--- src/rtl/rsc_pkg.sv ---
package rsc_pkg;

    localparam int DEF_TP_COUNT   = 12;
    localparam int DEF_NUM_CAUSES = 5;

    // Cause positions on the request vector; the last one is high severity.
    typedef enum logic [2:0] {
        CAUSE_STANDBY        = 3'd0,
        CAUSE_SW_ALARM       = 3'd1,
        CAUSE_MON_START      = 3'd2,
        CAUSE_VOLT_TRANSIENT = 3'd3,
        CAUSE_ANALOG         = 3'd4
    } cause_e;

    // Restart state carried between the latch stages.
    typedef struct packed {
        logic pending;
        logic detected;
    } restart_state_t;

    function automatic logic any_set(input logic [DEF_NUM_CAUSES-1:0] v);
        return |v;
    endfunction

endpackage

--- src/rtl/tp_sequencer.sv ---
module tp_sequencer #(
    parameter int TP_COUNT = rsc_pkg::DEF_TP_COUNT
) (
    input  logic                clk,
    input  logic                rst,
    input  logic                tick,
    input  logic                hold_last,
    input  logic                force_last,
    output logic [TP_COUNT-1:0] tp_o,
    output logic                at_last_o
);
    localparam int LAST = TP_COUNT - 1;
    localparam logic [TP_COUNT-1:0] LAST_VEC = {1'b1, {(TP_COUNT-1){1'b0}}};

    logic [TP_COUNT-1:0] tp_q;
    logic                advance;

    assign advance = tick && !(tp_q[LAST] && hold_last);

    always_ff @(posedge clk) begin
        if (rst) begin
            tp_q <= LAST_VEC;
        end else if (force_last) begin
            tp_q <= LAST_VEC;
        end else if (advance) begin
            tp_q <= {tp_q[LAST-1:0], tp_q[LAST]};
        end
    end

    assign tp_o      = tp_q;
    assign at_last_o = tp_q[LAST];

    p_one_phase_r2: assert property (@(posedge clk) disable iff (rst)
        $countones(tp_q) == 1);

    p_wrap_r2: assert property (@(posedge clk) disable iff (rst)
        (tick && tp_q[LAST] && !hold_last && !force_last) |=> tp_q[0]);

    p_hold_r5: assert property (@(posedge clk) disable iff (rst)
        (tp_q[LAST] && hold_last) |=> tp_q[LAST]);

    p_idle_r2: assert property (@(posedge clk) disable iff (rst)
        (!tick && !force_last) |=> $stable(tp_q));

endmodule

--- src/rtl/restart_tracker.sv ---
module restart_tracker #(
    parameter int NUM_CAUSES = rsc_pkg::DEF_NUM_CAUSES
) (
    input  logic                  clk,
    input  logic                  rst,
    input  logic [NUM_CAUSES-1:0] cause_i,
    input  logic                  at_last,
    input  logic                  seq_seen,
    output logic                  pending_o,
    output logic                  detected_o
);
    rsc_pkg::restart_state_t st_q, st_d;
    logic any_cause;

    assign any_cause = |cause_i;

    always_comb begin
        st_d.pending  = any_cause || (st_q.pending && !seq_seen);
        st_d.detected = !seq_seen && (st_q.detected || (st_q.pending && at_last));
    end

    always_ff @(posedge clk) begin
        if (rst) begin
            st_q <= '0;
        end else begin
            st_q <= st_d;
        end
    end

    assign pending_o  = st_q.pending;
    assign detected_o = st_q.detected;

    p_detect_at_last_r4: assert property (@(posedge clk) disable iff (rst)
        $rose(st_q.detected) |-> $past(at_last && st_q.pending));

    p_pending_kept_r9: assert property (@(posedge clk) disable iff (rst)
        (st_q.pending && !seq_seen) |=> st_q.pending);

    p_release_r6: assert property (@(posedge clk) disable iff (rst)
        (seq_seen && !any_cause) |=> (!st_q.pending && !st_q.detected));

endmodule

--- src/rtl/halt_tracker.sv ---
module halt_tracker (
    input  logic clk,
    input  logic rst,
    input  logic halt_req,
    input  logic at_last,
    output logic halt_o
);
    logic halt_q;

    always_ff @(posedge clk) begin
        if (rst) begin
            halt_q <= 1'b0;
        end else if (!halt_req) begin
            halt_q <= 1'b0;
        end else if (at_last) begin
            halt_q <= 1'b1;
        end
    end

    assign halt_o = halt_q;

    p_halt_at_last_r8: assert property (@(posedge clk) disable iff (rst)
        $rose(halt_q) |-> $past(at_last));

    p_halt_drop_r8: assert property (@(posedge clk) disable iff (rst)
        !halt_req |=> !halt_q);

endmodule

--- src/rtl/restart_stop_ctrl.sv ---
module restart_stop_ctrl #(
    parameter int TP_COUNT   = rsc_pkg::DEF_TP_COUNT,
    parameter int NUM_CAUSES = rsc_pkg::DEF_NUM_CAUSES
) (
    input  logic                  clk,
    input  logic                  rst,
    input  logic                  tp_tick,
    input  logic [NUM_CAUSES-1:0] cause_req,
    input  logic                  halt_req,
    input  logic                  startup_seq_seen,
    output logic [TP_COUNT-1:0]   tp_onehot,
    output logic                  restart_out,
    output logic                  stop_out
);
    localparam int ANALOG_IDX = NUM_CAUSES - 1;

    logic at_last;
    logic pending;
    logic detected;
    logic halted;
    logic hold_last;
    logic analog;

    assign analog = cause_req[ANALOG_IDX];

    // A request that is due at the last phase must hold it already in the
    // cycle before its stage register reports it.
    assign hold_last = detected || halted || pending || halt_req;

    tp_sequencer #(.TP_COUNT(TP_COUNT)) u_seq (
        .clk        (clk),
        .rst        (rst),
        .tick       (tp_tick),
        .hold_last  (hold_last),
        .force_last (analog),
        .tp_o       (tp_onehot),
        .at_last_o  (at_last)
    );

    restart_tracker #(.NUM_CAUSES(NUM_CAUSES)) u_rst_trk (
        .clk        (clk),
        .rst        (rst),
        .cause_i    (cause_req),
        .at_last    (at_last),
        .seq_seen   (startup_seq_seen),
        .pending_o  (pending),
        .detected_o (detected)
    );

    halt_tracker u_halt_trk (
        .clk      (clk),
        .rst      (rst),
        .halt_req (halt_req),
        .at_last  (at_last),
        .halt_o   (halted)
    );

    assign restart_out = detected || analog;
    assign stop_out    = detected || halted;

    p_analog_last_r7: assert property (@(posedge clk) disable iff (rst)
        analog |=> tp_onehot[TP_COUNT-1]);

    p_stop_freeze_r5: assert property (@(posedge clk) disable iff (rst)
        stop_out |=> tp_onehot[TP_COUNT-1]);

    p_restart_stops_r4: assert property (@(posedge clk) disable iff (rst)
        (restart_out && !analog) |-> stop_out);

    p_reset_quiet_r1: assert property (@(posedge clk)
        rst |=> (tp_onehot[TP_COUNT-1] && !stop_out));

endmodule

--- config.mk ---
export PLATFORM = sky130hd
export DESIGN_NAME = restart_stop_ctrl
export DESIGN_NICKNAME = d
export VERILOG_FILES = /design/src/rtl/rsc_pkg.sv /design/src/rtl/tp_sequencer.sv /design/src/rtl/restart_tracker.sv /design/src/rtl/halt_tracker.sv /design/src/rtl/restart_stop_ctrl.sv
export SDC_FILE = /design/constraint.sdc
export NUM_CORES = 1
export LEC_CHECK = 0
export CORE_MARGIN = 3
export CORE_UTILIZATION = 35
export DETAILED_ROUTE_END_ITERATION = 10
export PLACE_DENSITY = 0.67
export SETUP_SLACK_MARGIN = 0.4
export SLEW_MARGIN = 10
export SYNTH_ARGS = -nofsm -noshare
export SYNTH_HDL_FRONTEND = slang
export SYNTH_SLANG_ARGS = --single-unit
export TNS_END_PERCENT = 1
--- constraint.sdc ---
create_clock -name clk -period 2.26 [get_ports clk]
set_input_delay 0.678 -clock clk [delete_from_list [all_inputs] [get_ports clk]]
set_output_delay 0.678 -clock clk [all_outputs]
set_load 0.03 [all_outputs]
==> flow_summary.toml <==
[grt]
grt_max_degree = 13
grt_usage_pct = 15.1
grt_pass1_wl_mm = 2.40
grt_pass1_vias = 550
grt_overflow = 0
grt_antenna_before_repair = 0

[floorplan]
core_sq_um = 1560
fp.dieArea_sq_um = 2270
fp-row-count = 14
fp.dieH_um = 47.6
die_w_um = 47.6
io_pins = 24
start_util_pct = 38.8

[layout]
drive_gt1_share_pct = 8.51
finalInstanceArea_sq_um = 877
layout_commonest_cell = "clkdlybuf4s50_1"
most-common-layout-cells = "clkdlybuf4s50_1 (17), dfxtp_1 (15), a21oi_1 (14)"
diodes = 0
syn2layout_area_growth_pct = 44.8
fillers = 146
nets = 105

[timing]
post-route-period-util_pct = 88.7
drv_slew = 0
finalHoldViolations = 0
finalSetupViolCount = 0
finalCriticalPeriod_ns = 2.00
setup_tns_ns = 0
slew_headroom_pct = 73.6
whs_ns = 0.481
finClkSkew_ns = 0.000822
rsz0062_at_grt = "true"
fmax_mhz = 499
worstMarginPinSlew_ns = 0.395

[worst_setup_path]
slowest_stage = "clkdlybuf4s50_1"
cpLargestDelayFamily = "buffers and inverters"
ff2ff_setup_slack_ns = 0.93
critPathRequiredTime_ns = 1.58
worst_setup_path_start_kind = "flip-flop"
cp.arrival_ns = 1.33
crit_chain = "clkdlybuf4s50_1"
path_buf_inv = 1
end_kind = "output port"
crit_type = "flip-flop to output port"
crit_fanout = 3
slowest_delay_ns = 0.68

[power_and_ir_drop]
pwr-share-seq_pct = 56.1
intPower_mw = 0.365
swShare_pct = 25.3
power_switching_mw = 0.123
ir_worst_vdd_uv = 355
powerDensity_nw_per_um2 = 557
combPwrFrac_pct = 13.1
power_frac_clock_pct = 30.8
leakage_nw = 0.320

[routing]
ant_nets = 0
drt-pass1-iter-count = 4
via_per_inst = 5.60
via_count = 616
drt_iter0_drc = 8
remaining_drc_errors = 0
drt-total-wl_mm = 1.53
wl_per_cell_um = 13.9

[cts]
cts_hold_buf = 0
numCtsBuffers = 3
clk_path_buf_depth = 2
cts.root.buffer_cell = "clkbuf_4"
clock-sinks = 15
clock_latency_ns = 0.28
h-tree-depth = 1
cts_tree = "built"
clkSlewWorstSetupHoldPaths_ns = 0.09
post_cts_buffers = 0

[worst_hold_path]
hp-class = "flip-flop to flip-flop"

[synth]
synth-seq-cells = 15
syn-num-nets = 79
syn_area_per_cell_sq_um = 8.78
synth_warnings = 0
syn_area_sq_um = 606
yosysUniqueCellTypes = 17
synthCells = 69
synth.yosys.seq_area_share_pct = 49.6

[placed_design]
post_dp_cell_area_sq_um = 850
gp_congestion = 0.704
place_hpwl_mm = 1.07
io_buffer_count = 23

[outcome]
status = "finished clean"

[run]
cap_viol_max_count = 0
logic make-up after synthesis:
group | count (synthesis) | share of synthesized area, %
flops | 15 | 49.6
simple gates | 21 | 18.2
compound gates | 27 | 27.9
buf+inv | 6 | 4.34
repair_timing:
action / CTS / global route
resized for setup: 5 / 1
pin swaps: 1 / 0
setup endpoints to repair: 14 / 13
metrics by stage:
stage / util, % / setup WS, ns / instances / total power, mW
6_report: 56.3 / 0.256 / 110 / 0.489
5_1_grt: 56.3 / 0.198 / 110 / 0.516
2_1_floorplan: - / 0.575 / 69 / 0.311
3_5_place_dp: 54.5 / 0.0593 / 106 / 0.345
3_3_place_gp: 54.5 / 0.0914 / 106 / 0.345
4_1_cts: 56.1 / 0.243 / 110 / 0.497
metal layers:
metal / part of all wire (%) / global-route usage (%) / vias up
li1: - / - / 304
met1: 45 / 18.9 / 294
met2: 50 / 24.1 / 16
met3: 3.7 / 5.64 / 2
met4: 0.78 / 4.84 / 0
met5: 0 / 0 / -
synthesized netlist by cell type:
library cell / count / share of area, %
clkbuf_1: 3 / 1.9
nor3_1: 2 / 1.7
o41a_1: 1 / 1.9
or2_2: 1 / 1.0
a21oi_1: 14 / 12
nor2_1: 2 / 1.2
nand3_1: 10 / 8.3
o21ai_1: 10 / 8.3
o41ai_4: 1 / 4.5
dfxtp_1: 15 / 50
or2_1: 2 / 2.1
nor4_1: 2 / 2.1
inv_1: 2 / 1.2
a221o_1: 1 / 1.7
nand2_1: 1 / 0.62
buf_4: 1 / 1.2
nor3b_1: 1 / 1.2
flip-flops by register name, summed over array words and instances (netlist names):
| signal | cells |
|---|---|
| u_rst_trk.pending_o | 1 |
| u_rst_trk.detected_o | 1 |
| u_seq.tp_o | 12 |
| u_halt_trk.halt_o | 1 |
path summary, 6_finish.rpt:
check                                        from            end  depth (start not counted)
worst max-delay path                u_seq.tp_o[1]   tp_onehot[1]                          1
worst min-delay path                u_seq.tp_o[8]  u_seq.tp_o[9]                          2
worst max register to register  u_halt_trk.halt_o  u_seq.tp_o[5]                          3
worst min register to register      u_seq.tp_o[8]  u_seq.tp_o[9]                          2
layout make-up:
cell class / count / area [sq um] / share of cell area (%)
flip-flops and latches: 15 / 300 / 34.2
multi-input cells: 48 / 279 / 31.8
repair buffers: 25 / 244 / 27.8
clock buffers: 4 / 26.3 / 3.00
well taps: 16 / 20.0 / 2.28
inverters: 2 / 7.51 / 0.856
power groups by stage:
| stage | sequential [mW] | clock (mW) | combinational (mW) |
|---|---|---|---|
| final | 0.274 | 0.150 | 0.0640 |
| after global routing | 0.275 | 0.173 | 0.0683 |
| after CTS | 0.274 | 0.160 | 0.0635 |
| after detailed placement | 0.280 | 0 | 0.0645 |
| after global placement | 0.280 | 0 | 0.0644 |
| after floorplan | 0.280 | 0 | 0.0314 |
Note: power is estimated with default switching activity, not from simulation.
